File: config.mk
export PLATFORM = sky130hd
export DESIGN_NAME = tgt_latency_ctrl
export DESIGN_NICKNAME = d
export VERILOG_FILES = /design/src/rtl/tlat_pkg.sv /design/src/rtl/tlat_hist.sv /design/src/rtl/tlat_calc.sv /design/src/rtl/tlat_fsm.sv /design/src/rtl/tgt_latency_ctrl.sv
export SDC_FILE = /design/constraint.sdc
export NUM_CORES = 1
export LEC_CHECK = 0
export BUFFER_PORTS_ARGS = -buffer_cell sky130_fd_sc_hd__buf_2
export CAP_MARGIN = 20
export CORE_MARGIN = 3
export CORE_UTILIZATION = 23
export CTS_CLUSTER_DIAMETER = 120
export DETAILED_ROUTE_END_ITERATION = 12
export PLACE_DENSITY = 0.39
export SLEW_MARGIN = 20
export SYNTH_ARGS = -nofsm -noshare
export SYNTH_HDL_FRONTEND = slang
export SYNTH_SLANG_ARGS = --single-unit
File: constraint.sdc
create_clock -name clk -period 4.9 [get_ports clk]
set_input_delay 0.245 -clock clk [delete_from_list [all_inputs] [get_ports clk]]
set_output_delay 0.245 -clock clk [all_outputs]
set_load 0.02 [all_outputs]
File: src/rtl/tlat_pkg.sv
package tlat_pkg;

    typedef enum logic [1:0] {
        SPD_A   = 2'd0,
        SPD_B   = 2'd1,
        SPD_C   = 2'd2,
        SPD_RSV = 2'd3
    } dec_speed_e;

    typedef enum logic [2:0] {
        EV_NONE   = 3'd0,
        EV_TGT_WR = 3'd1,
        EV_TGT_RD = 3'd2,
        EV_OTH_RD = 3'd3,
        EV_MST_WR = 3'd4,
        EV_MST_RD = 3'd5,
        EV_RSV6   = 3'd6,
        EV_RSV7   = 3'd7
    } bus_event_e;

    typedef enum logic [1:0] {
        ST_IDLE  = 2'd0,
        ST_COUNT = 2'd1,
        ST_FIRE  = 2'd2
    } lat_state_e;

    // Events after which a read from this target needs a long turnaround.
    function automatic logic needs_turnaround(input bus_event_e kind);
        logic hit;
        unique case (kind)
            EV_TGT_WR, EV_OTH_RD, EV_MST_WR, EV_MST_RD: hit = 1'b1;
            default:                                    hit = 1'b0;
        endcase
        return hit;
    endfunction

endpackage

File: src/rtl/tlat_hist.sv
module tlat_hist
    import tlat_pkg::*;
(
    input  logic       clk,
    input  logic       rst_n,
    input  logic       evt_done,
    input  logic [2:0] evt_kind,
    output bus_event_e last_evt
);

    bus_event_e hist_q;

    always_ff @(posedge clk) begin
        if (!rst_n) begin
            hist_q <= EV_NONE;
        end else if (evt_done) begin
            hist_q <= bus_event_e'(evt_kind);
        end
    end

    assign last_evt = hist_q;

    AST_HIST_CAPTURE: assert property (@(posedge clk) disable iff (!rst_n)
        evt_done |=> (hist_q == bus_event_e'($past(evt_kind))));

    AST_HIST_HOLD: assert property (@(posedge clk) disable iff (!rst_n)
        (!evt_done && $past(rst_n)) |=> $stable(hist_q));

endmodule

File: src/rtl/tlat_calc.sv
module tlat_calc
    import tlat_pkg::*;
#(
    parameter int LAT_W       = 8,
    parameter int APH_W       = 2,
    parameter int MIN_WAIT_A  = 2,
    parameter int MIN_WAIT_BC = 1,
    parameter int TURN_FLOOR  = 15,
    localparam int EFF_W      = LAT_W + 1
) (
    input  logic [LAT_W-1:0] prog_lat,
    input  logic [1:0]       dec_speed,
    input  logic [APH_W-1:0] addr_phases,
    input  logic             is_read,
    input  bus_event_e       last_evt,
    output logic [EFF_W-1:0] eff_lat
);

    logic [EFF_W-1:0] spd_min;
    logic [EFF_W-1:0] spd_floor;
    logic [EFF_W-1:0] turn_floor;
    logic [EFF_W-1:0] prog_ext;
    logic [EFF_W-1:0] max_a;

    always_comb begin
        unique case (dec_speed_e'(dec_speed))
            SPD_A:   spd_min = EFF_W'(MIN_WAIT_A);
            default: spd_min = EFF_W'(MIN_WAIT_BC);
        endcase
    end

    assign spd_floor  = spd_min + EFF_W'(addr_phases);
    assign turn_floor = (is_read && needs_turnaround(last_evt)) ? EFF_W'(TURN_FLOOR) : '0;
    assign prog_ext   = EFF_W'(prog_lat);

    assign max_a   = (prog_ext > spd_floor) ? prog_ext : spd_floor;
    assign eff_lat = (max_a > turn_floor) ? max_a : turn_floor;

endmodule

File: src/rtl/tlat_fsm.sv
module tlat_fsm
    import tlat_pkg::*;
#(
    parameter int EFF_W = 9
) (
    input  logic             clk,
    input  logic             rst_n,
    input  logic             start,
    input  logic             abort,
    input  logic [EFF_W-1:0] eff_lat,
    output logic             ready
);

    lat_state_e       state_q, state_d;
    logic [EFF_W-1:0] cnt_q, cnt_d;
    logic             accept;

    assign accept = start && !abort;

    always_ff @(posedge clk) begin
        if (!rst_n) begin
            state_q <= ST_IDLE;
            cnt_q   <= '0;
        end else begin
            state_q <= state_d;
            cnt_q   <= cnt_d;
        end
    end

    always_comb begin
        state_d = state_q;
        cnt_d   = cnt_q;
        unique case (state_q)
            ST_IDLE, ST_FIRE: begin
                if (accept) begin
                    cnt_d   = eff_lat - EFF_W'(1);
                    state_d = (eff_lat <= EFF_W'(1)) ? ST_FIRE : ST_COUNT;
                end else begin
                    cnt_d   = '0;
                    state_d = ST_IDLE;
                end
            end
            ST_COUNT: begin
                if (abort) begin
                    cnt_d   = '0;
                    state_d = ST_IDLE;
                end else if (cnt_q <= EFF_W'(1)) begin
                    cnt_d   = '0;
                    state_d = ST_FIRE;
                end else begin
                    cnt_d = cnt_q - EFF_W'(1);
                end
            end
            default: begin
                cnt_d   = '0;
                state_d = ST_IDLE;
            end
        endcase
    end

    assign ready = (state_q == ST_FIRE);

    AST_READY_SINGLE: assert property (@(posedge clk) disable iff (!rst_n)
        (ready && !accept) |=> !ready);

    AST_ABORT_QUIET: assert property (@(posedge clk) disable iff (!rst_n)
        (state_q == ST_COUNT && abort) |=> (!ready && state_q == ST_IDLE));

    AST_START_IGNORED: assert property (@(posedge clk) disable iff (!rst_n)
        (state_q == ST_COUNT && !abort && cnt_q > EFF_W'(1))
            |=> (state_q == ST_COUNT && cnt_q == $past(cnt_q) - EFF_W'(1)));

    AST_CANCELLED_START: assert property (@(posedge clk) disable iff (!rst_n)
        (state_q != ST_COUNT && start && abort) |=> (state_q == ST_IDLE));

endmodule

File: src/rtl/tgt_latency_ctrl.sv
module tgt_latency_ctrl
    import tlat_pkg::*;
#(
    parameter int LAT_W       = 8,
    parameter int APH_W       = 2,
    parameter int MIN_WAIT_A  = 2,
    parameter int MIN_WAIT_BC = 1,
    parameter int TURN_FLOOR  = 15
) (
    input  logic             clk,
    input  logic             rst_n,
    input  logic             txn_start,
    input  logic             txn_is_read,
    input  logic             abort,
    input  logic [1:0]       dec_speed,
    input  logic [APH_W-1:0] addr_phases,
    input  logic [LAT_W-1:0] prog_lat,
    input  logic             evt_done,
    input  logic [2:0]       evt_kind,
    output logic             first_ready
);

    localparam int EFF_W = LAT_W + 1;

    bus_event_e       last_evt;
    logic [EFF_W-1:0] eff_lat;

    tlat_hist u_hist (
        .clk      (clk),
        .rst_n    (rst_n),
        .evt_done (evt_done),
        .evt_kind (evt_kind),
        .last_evt (last_evt)
    );

    tlat_calc #(
        .LAT_W       (LAT_W),
        .APH_W       (APH_W),
        .MIN_WAIT_A  (MIN_WAIT_A),
        .MIN_WAIT_BC (MIN_WAIT_BC),
        .TURN_FLOOR  (TURN_FLOOR)
    ) u_calc (
        .prog_lat    (prog_lat),
        .dec_speed   (dec_speed),
        .addr_phases (addr_phases),
        .is_read     (txn_is_read),
        .last_evt    (last_evt),
        .eff_lat     (eff_lat)
    );

    tlat_fsm #(
        .EFF_W (EFF_W)
    ) u_fsm (
        .clk     (clk),
        .rst_n   (rst_n),
        .start   (txn_start),
        .abort   (abort),
        .eff_lat (eff_lat),
        .ready   (first_ready)
    );

    AST_SPEED_FLOOR: assert property (@(posedge clk) disable iff (!rst_n)
        txn_start |-> (eff_lat >= EFF_W'(addr_phases) +
                       ((dec_speed == 2'd0) ? EFF_W'(MIN_WAIT_A) : EFF_W'(MIN_WAIT_BC))));

    AST_PROG_FLOOR: assert property (@(posedge clk) disable iff (!rst_n)
        txn_start |-> (eff_lat >= EFF_W'(prog_lat)));

    AST_TURN_FLOOR: assert property (@(posedge clk) disable iff (!rst_n)
        (txn_start && txn_is_read &&
         (last_evt == EV_TGT_WR || last_evt == EV_OTH_RD ||
          last_evt == EV_MST_WR || last_evt == EV_MST_RD))
            |-> (eff_lat >= EFF_W'(TURN_FLOOR)));

    AST_RESET_QUIET: assert property (@(posedge clk)
        !rst_n |=> !first_ready);

endmodule

-- Yosys cells after proc, flatten, opt, wreduce, memory -nomap -nowiden
Cells that the tools add are included.
- flip-flop bits (word level): 14
- input port bits: 21
- output and inout port bits: 1
- word-level logic and storage cells: 38
- add/sub/neg operators: 3
- order comparisons: 4
- equal/unequal tests: 7
- multiplexer cells: 14
- reductions and logical operators: 7
- operators by type and width (kind ; number):
    2-to-1 mux 9 bit ; 5
    <= comparator 9 x 1 -> 1 bit (second input constant) ; 2
    case mux 9 bit (2 select lines) ; 1
    subtractor 9 x 1 -> 9 bit (second input constant) ; 2
    2-to-1 mux 2 bit ; 5
    greater-than comparator 8 x 9 -> 1 bit ; 1
    greater-than comparator 9 bit ; 1
    == test 3 bit (second input constant) ; 2
    logical NOT 2 bit ; 2
    2-to-1 mux 4 bit ; 1
    case mux 2 bit (2 select lines) ; 1
    OR reduction 4 bit ; 1
    adder 2 x 2 -> 3 bit ; 1
    == test 3 x 1 -> 1 bit (second input constant) ; 1
    == test 3 x 2 -> 1 bit (second input constant) ; 1
    inequality test 3 x 2 -> 1 bit (second input constant) ; 1
    == test 2 x 1 -> 1 bit (second input constant) ; 1
    == test 2 bit (second input constant) ; 1
    logical AND 1 bit ; 2
    OR reduction 2 bit ; 1
    logical NOT 1 bit ; 1
    2-to-1 mux 1 bit ; 1

-- Longest topological paths before layout
Gate-level depths: netlist (run 1).
- depth in word-level cells: 11
- mapped depth: 20

-- By module
A second synthesis (run 1) with hierarchy kept.
- cells, all modules: 142
- area total of the unflattened synthesis: 1207.4 µm²
- modules (own cells, without submodules) (module ; instances ; cells an instance ; area an instance (µm²) ; sequential area each (µm²)):
    tlat_fsm ; 1 ; 77 ; 683.2 ; 220.2
    tlat_calc ; 1 ; 56 ; 415.4 ; 0.0
    tlat_hist ; 1 ; 9 ; 108.9 ; 60.1

-- Worst setup path before layout (run 1)
No wires, ideal clock.
- path kind: input -> register
- start: input port dec_speed[1]
- end: register u_fsm.cnt_q[6]
- library setup time: 127 ps
- arrival time: 4243 ps
- slack: 530 ps
- stages: 19
- path buffers: 0
- cells stage by stage: or2_2 ha_1 inv_1 fa_1 ha_1 nand3_1 a21bo_1 and3_4 or2_2 inv_1 ha_1 o21a_1 o21ai_0 o21ai_0 a21boi_0 ha_1 a211oi_1 a21oi_1 nand3_1
- word-level cells in the longest chain between the ends: 10
- ends and longest elaborated chain (element ; RTL line ; RTL):
    from (decl) ; tgt_latency_ctrl.sv:15 ; input logic [1:0] dec_speed,
    logical NOT 2 bit * ; tlat_calc.sv:26 ; unique case (dec_speed_e'(dec_speed))
    2-to-1 mux 2 bit * ; tlat_calc.sv:26 ;
    adder 2 x 2 -> 3 bit * ; tlat_calc.sv:32 ; assign spd_floor = spd_min + EFF_W'(addr_phases);
    greater-than comparator 8 x 9 -> 1 bit ; tlat_calc.sv:36 ; assign max_a = (prog_ext > spd_floor) ? prog_ext : spd_floor;
    2-to-1 mux 9 bit * ; tlat_calc.sv:36 ;
    greater-than comparator 9 bit ; tlat_calc.sv:37 ; assign eff_lat = (max_a > turn_floor) ? max_a : turn_floor;
    2-to-1 mux 9 bit * ; tlat_calc.sv:37 ;
    subtractor 9 x 1 -> 9 bit * ; tlat_fsm.sv:36 ; cnt_d = eff_lat - EFF_W'(1);
    2-to-1 mux 9 bit * ; tlat_fsm.sv:35 ; if (accept) begin
    case mux 9 bit (2 select lines) * ; tlat_fsm.sv:33 ; unique case (state_q)
    to (signal assigned) ; tlat_fsm.sv:26 ; cnt_q <= cnt_d;
    to (decl) ; tlat_fsm.sv:15 ; logic [EFF_W-1:0] cnt_q, cnt_d;
Mark *: on every way between the ends. The rest lies on a longest branch, timed or not.
A chain may end at the register's enable or synchronous reset.

-- Worst setup path in the final report (run 1)
Same ends and word-level chain as after synthesis.

==> results.py, run 1 <==
metrics = {
    "status": {
        "status": "finished clean",
    },
    "timing": {
        "fin_setup_tns_ns": 0,
        "rsz0062_at_grt": "no",
        "slew_viol_final": 0,
        "hold_viol_final": 0,
        "fin_crit_sh_pct": 92.2,
        "worst_slew_pin_slew_ns": 0.596,
        "clock.fmax_mhz": 221,
        "min_period_ns": 4.52,
        "clock_skew_ns": 0.00252,
        "finalSetupViolCount": 0,
        "slew-limit-headroom_pct": 60.2,
    },
    "final_layout": {
        "multiInputGateArea_um2": 1020,
        "areaGrowthSynthToFinish_pct": 19.4,
        "antenna_cells": 0,
        "ff_latch_area_um2": 280,
        "layout_commonest_cell": "buf_2",
        "drive_above_1_share_pct": 22.0,
        "fillers": 629,
        "finalNetCount": 226,
        "final_cell_mix": "21 x buf_2, 14 x dfxtp_1, 13 x nand2_1, 13 x nor2_1, 12 x ha_1",
    },
    "detailed_routing": {
        "dr.pass1.iters": 4,
        "num_vias": 1313,
        "wl_um": 3720,
        "via_per_inst": 4.99,
        "wl_per_cell_um": 14.1,
        "drt_iter0_drc": 86,
        "antenna_left": 0,
        "route.detailed.drc": 0,
    },
    "synth": {
        "synth-xor-area-share_pct": 5.19,
        "synth_top_area_share_pct": 20.7,
        "ys_seq_area_share_pct": 20.7,
        "synth-simple-area-share_pct": 28.7,
        "ys_warn_count": 0,
        "async_flop_share_pct": 0,
        "synth-adder-area-share_pct": 12.6,
        "synth_top_family_by_area": "simple AND/OR/NAND/NOR gates",
        "ys_ff_latch": 14,
        "mappedNetlistArea_um2": 1350,
        "synth-compound-area-share_pct": 26.7,
        "synth.area.mux_share_pct": 2.22,
        "yosysUniqueCellTypes": 58,
        "synthFlopType": "dfxtp_1",
        "syn-instance-count": 166,
        "avgSynthCellArea_um2": 8.14,
        "synth_area_leaders": "dfxtp_1 21%, ha_1 11%, xnor2_1 3.9%",
        "synthesis.nets": 200,
        "yosys.area.top_type": "dfxtp_1",
        "synth_enable_flop_cells": 0,
    },
    "global_routing": {
        "grt_pass1_vias": 1342,
        "antenna_found_initial": 0,
        "grt_pass1_wl_um": 6100,
        "grt_max_degree": 11,
        "grt_remaining_overflow": 0,
        "grtUsageTotal_pct": 11.6,
    },
    "clocking": {
        "post_cts_buffers": 0,
        "cts_buffers": 3,
        "htreeDepth": 1,
        "cts_tree": "done",
        "clock-sinks": 14,
        "path_clk_slew_ns": 0.06,
        "cts.path.max_buffers": 2,
        "cts_root_buffer": "clkbuf_8",
        "hold_buffers": 0,
        "clock_latency_ns": 0.24,
    },
    "power_and_ir_drop": {
        "total_leakage_power_nw": 0.706,
        "p_total_uw": 357,
        "powerDensity_nw_per_um2": 222,
        "irDropWorstVdd_mv": 0.103,
    },
    "min_path": {
        "whs_endpoint": "u_hist.last_evt[1]",
        "hold_start": "evt_kind[1]",
        "hold_class": "in2reg",
        "hold_depth": 3,
    },
    "die": {
        "die_h_um": 82.7,
        "start_util_pct": 24.1,
        "dieArea_um2": 6830,
        "coreArea_um2": 5610,
        "dieWidth_um": 82.7,
        "io_pins": 22,
        "rows": 27,
    },
    "critical_path": {
        "cp.arrival_ns": 4.64,
        "crit_type": "in2reg",
        "r2r_start": "u_hist.last_evt[2]",
        "r2r_slack_ns": 1.94,
        "end_kind": "flip-flop",
        "worst_r2r_path_depth": 12,
        "timing.rr.end": "u_fsm.cnt_q[6]",
        "crit_fanout": 8,
        "cp_data_required_time_ns": 5.02,
        "cp-start-kind": "primary input",
    },
    "run": {
        "max_cap_viol_count": 0,
    },
    "place": {
        "io_buffer_count": 21,
        "place_congestion": 0.844,
        "post-dp-hpwl_um": 3110,
    },
}
critical path, cell delays in order:
cell,delay (ns)
buf_2,0.09
or2_2,0.32
ha_1,0.19
inv_1,0.06
fa_1,0.47
ha_1,0.32
nand3_1,0.12
a21bo_1,0.30
and3_4,0.22
or2_2,0.33
inv_1,0.07
ha_1,0.23
o21a_1,0.17
o21ai_0,0.21
o21ai_1,0.20
a21boi_0,0.38
ha_1,0.35
a211oi_1,0.12
a21oi_1,0.13
nand3_1,0.10
state kept, by name (all words and copies together), names as in the netlist:
| register | cells |
|---|---|
| u_hist.last_evt | 3 |
| u_fsm.state_q | 2 |
| u_fsm.cnt_q | 9 |
through the flow:
stage / cells / setup WS (ns) / hold WS [ns] / util, % / cell area [um^2]
2_1_floorplan: 166 / 0.530 / 0.392 / - / 1350
3_3_place_gp: 259 / 0.170 / 0.478 / 27.8 / 1560
3_5_place_dp: 259 / 0.0749 / 0.491 / 27.8 / 1560
4_1_cts: 263 / 0.314 / 0.241 / 28.8 / 1610
5_1_grt: 263 / 0.103 / 0.267 / 28.8 / 1610
6_report: 263 / 0.381 / 0.240 / 28.8 / 1610
cell type report:
type | count | area share (%)
clock buffers | 4 | 3.41
multi-input cells | 138 | 63.1
repair buffers | 24 | 7.91
inverters | 11 | 2.56
flip-flops and latches | 14 | 17.4
well taps | 72 | 5.59
logic make-up after synthesis:
kind of cell | after synthesis
adder cells (fa/ha/maj) | 13
multiplexers | 3
AO/OA/AOI/OAI | 47
buffers and inverters | 14
XOR/XNOR | 8
AND/OR/NAND/NOR | 67
flip-flops | 14
per-layer routing:
layer	routed length [um]	global-route usage, %	up-vias
li1	-	-	670
met1	1800	14.7	621
met2	1780	20.3	20
met3	119	2.60	2
met4	22	1.96	0
met5	0	0	-
power by group:
part           switching (mW)  leakage [nW]  total, mW  internal, mW
sequential            0.00539         0.114      0.125         0.120
combinational          0.0691         0.563      0.122        0.0528
clock                  0.0393        0.0288      0.110        0.0710
timing repair:
action | CTS | global route
endpoints found under the setup margin | 0 | 3
endpoints found under the hold margin | 0 | 0
resized for setup | 0 | 1
cell usage after synthesis, drive strengths merged (2+ instances only):
library cell,count
clkbuf,3
nand2b,2
o21a,3
mux2i,3
nor2,13
nand2,13
and2,2
xor2,2
nand3,8
a21oi,8
o21ai,5
xnor2,6
inv,11
a211oi,4
ha,12
or3,2
dfxtp,14
or2,3
nor4,3
a21boi,2
nor3,6
nor3b,5
and3,2
o22ai,2
o211ai,3
o2111ai,3
nor2b,3
worst max path at each step:
stage	startpoint	cells past startpoint	slack, ns	end
floorplan	dec_speed[1]	19	0.53	u_fsm.cnt_q[6]
global placement	dec_speed[1]	20	0.17	u_fsm.cnt_q[6]
detailed placement	dec_speed[1]	20	0.07	u_fsm.cnt_q[6]
CTS	dec_speed[1]	20	0.31	u_fsm.cnt_q[6]
global route	dec_speed[1]	20	0.10	u_fsm.cnt_q[6]
finish	dec_speed[1]	20	0.38	u_fsm.cnt_q[6]
(Power assumes the default switching activity.)
==> run 2: changes to the inputs <==
- BUFFER_PORTS_ARGS: -buffer_cell sky130_fd_sc_hd__buf_2 -> default
- DONT_BUFFER_PORTS: default -> 1
- PLACE_DENSITY: 0.39 -> 0.36
==> run 2 against run 1 <==
Clock-buffer cell count unchanged. Maximum frequency grew 2.9%. Largest power group unchanged. Sequential power is essentially flat. Setup slack improved by 0.13 ns. Sequential share of layout area increased by 1.2 points. Die area stayed put. Clock skew shrank 0.0016 ns.
==> results.py, run 2 (synthesized netlist as in run 1, its figures left out) <==
metrics = {
    "die": {
        "start_util_pct": 24.1,
        "coreArea_um2": 5610,
        "rows": 27,
        "die_h_um": 82.7,
        "dieWidth_um": 82.7,
        "dieArea_um2": 6830,
        "io_pins": 22,
    },
    "final_layout": {
        "largest_register_ffs": 9,
        "finalNetCount": 205,
        "layout_commonest_cell": "dfxtp_1",
        "final_cell_mix": "14 x dfxtp_1, 13 x nand2_1, 13 x nor2_1",
        "design_area_um2": 1510,
        "drive_above_1_share_pct": 12.4,
        "regMostFlops": "u_fsm.cnt_q",
        "areaGrowthSynthToFinish_pct": 11.6,
        "antenna_cells": 0,
    },
    "clocking": {
        "path_clk_slew_ns": 0.06,
        "clock-sinks": 14,
        "cts_buffers": 3,
        "cts_root_buffer": "clkbuf_8",
        "hold_buffers": 0,
        "htreeDepth": 1,
        "post_cts_buffers": 0,
        "cts_tree": "done",
        "cts-resized-gates": 0,
        "cts.path.max_buffers": 2,
        "clock_latency_ns": 0.25,
    },
    "power_and_ir_drop": {
        "p_total_uw": 346,
        "power_switching_uw": 108,
        "total_leakage_power_nw": 0.622,
        "power_frac_comb_pct": 31.0,
        "power.share.clock_pct": 32.9,
        "irDropWorstVdd_mv": 0.0924,
        "seqPwrFrac_pct": 36.1,
        "powerDensity_nw_per_um2": 230,
        "p_int_uw": 238,
        "switching_share_pct": 31.2,
    },
    "detailed_routing": {
        "dr.pass1.iters": 4,
        "via_per_inst": 5.18,
        "antenna_left": 0,
        "drt_iter0_drc": 80,
        "route.detailed.drc": 0,
        "wl_per_cell_um": 15.2,
        "num_vias": 1254,
        "wl_um": 3690,
    },
    "timing": {
        "slew-limit-headroom_pct": 58.3,
        "clock_skew_ns": 0.000965,
        "hold_viol_final": 0,
        "fin_crit_sh_pct": 89.7,
        "finalSetupViolCount": 0,
        "clock.fmax_mhz": 228,
        "setup_slack_ns": 0.507,
        "min_period_ns": 4.39,
        "worst_slew_pin_slew_ns": 0.624,
        "slew_viol_final": 0,
        "rsz0062_at_grt": "no",
        "fin_setup_tns_ns": 0,
    },
    "global_routing": {
        "antenna_found_initial": 0,
        "grt_pass1_wl_um": 5870,
        "grtUsageTotal_pct": 11.4,
        "grt_max_degree": 11,
        "grt_remaining_overflow": 0,
        "grt_pass1_vias": 1244,
    },
    "critical_path": {
        "crit_fanout": 8,
        "cp_data_required_time_ns": 5.09,
        "cpMaxStageDelayCell": "fa_1",
        "crit_top_cell": "ha_1",
        "cpPeakStageDelay_ns": 0.47,
        "end_kind": "flip-flop",
        "crit_chain": "or2_2, ha_1, inv_1, fa_1, ha_1, nand3_1, a21bo_1, and3_4, or2_2, inv_1, ha_1, o21a_1, o21ai_0, o21ai_0, a21boi_0, ha_1, nor3b_1, o21ai_0, nand3_1",
        "cp-start-kind": "primary input",
        "cp.arrival_ns": 4.58,
        "r2r_slack_ns": 1.93,
        "worst_r2r_path_depth": 12,
        "crit_type": "in2reg",
    },
    "place": {
        "place_congestion": 0.831,
        "dpl_cell_area_um2": 1450,
        "io_buffer_count": 0,
        "post-dp-hpwl_um": 3060,
        "place_ws_ns": 0.292,
    },
    "status": {
        "status": "finished clean",
    },
    "run": {
        "max_cap_viol_count": 0,
    },
    "min_path": {
        "hold_class": "in2reg",
        "hold_depth": 2,
    },
}
==> run 2: cell types whose count changed in the layout (fill, tap and decap cells not counted) <==
cell and delta:
o21ai_0 +1, buf_2 -21, o21ai_1 -1
==> run 2: final cells by class <==
class                   instances  area [um^2]
fillers                       639         4100
flip-flops and latches         14          280
clock buffers                   4         55.1
repair buffers                  3         22.5
inverters                      11         41.3
multi-input cells             138         1020
well taps                      72         90.1
==> run 2: critical path: cells and delay by family <==
kind | cells | cell delay [ns]
AND/OR/NAND/NOR | 6 | 1.26
buffers and inverters | 2 | 0.13
AO/OA/AOI/OAI | 6 | 1.39
adder cells (fa/ha/maj) | 5 | 1.57
==> run 2: metrics by stage <==
step,std cells,hold slack [ns],utilization [%]
after floorplan,166,0.392,-
after global placement,238,0.402,25.9
after detailed placement,238,0.415,25.9
after CTS,242,0.146,26.9
after global routing,242,0.164,26.9
final,242,0.149,26.9
==> run 2: path summary, 6_finish.rpt <==
check | from | end
setup / recovery | dec_speed[1] | u_fsm.cnt_q[4]
hold / removal | prog_lat[3] | u_fsm.cnt_q[3]
setup reg to reg | u_hist.last_evt[2] | u_fsm.cnt_q[4]
hold reg to reg | u_hist.last_evt[1] | u_hist.last_evt[1]
==> run 2: power by group through the flow <==
stage          Combinational (mW)  Sequential, mW  Clock, mW
6_report                    0.107           0.125      0.114
2_1_floorplan              0.0854           0.126          0
5_1_grt                     0.120           0.126      0.126
4_1_cts                     0.108           0.125      0.120
3_3_place_gp                0.106           0.128          0
3_5_place_dp                0.107           0.127          0
==> run 2: metal layers <==
metal  up-vias  global-route usage [%]  share of wire [%]
met5         -                       0                  0
met4         0                    3.59                1.0
met3         4                    3.25                5.8
met2        40                    19.6                 47
met1       581                    13.8                 46
li1        629                       -                  -
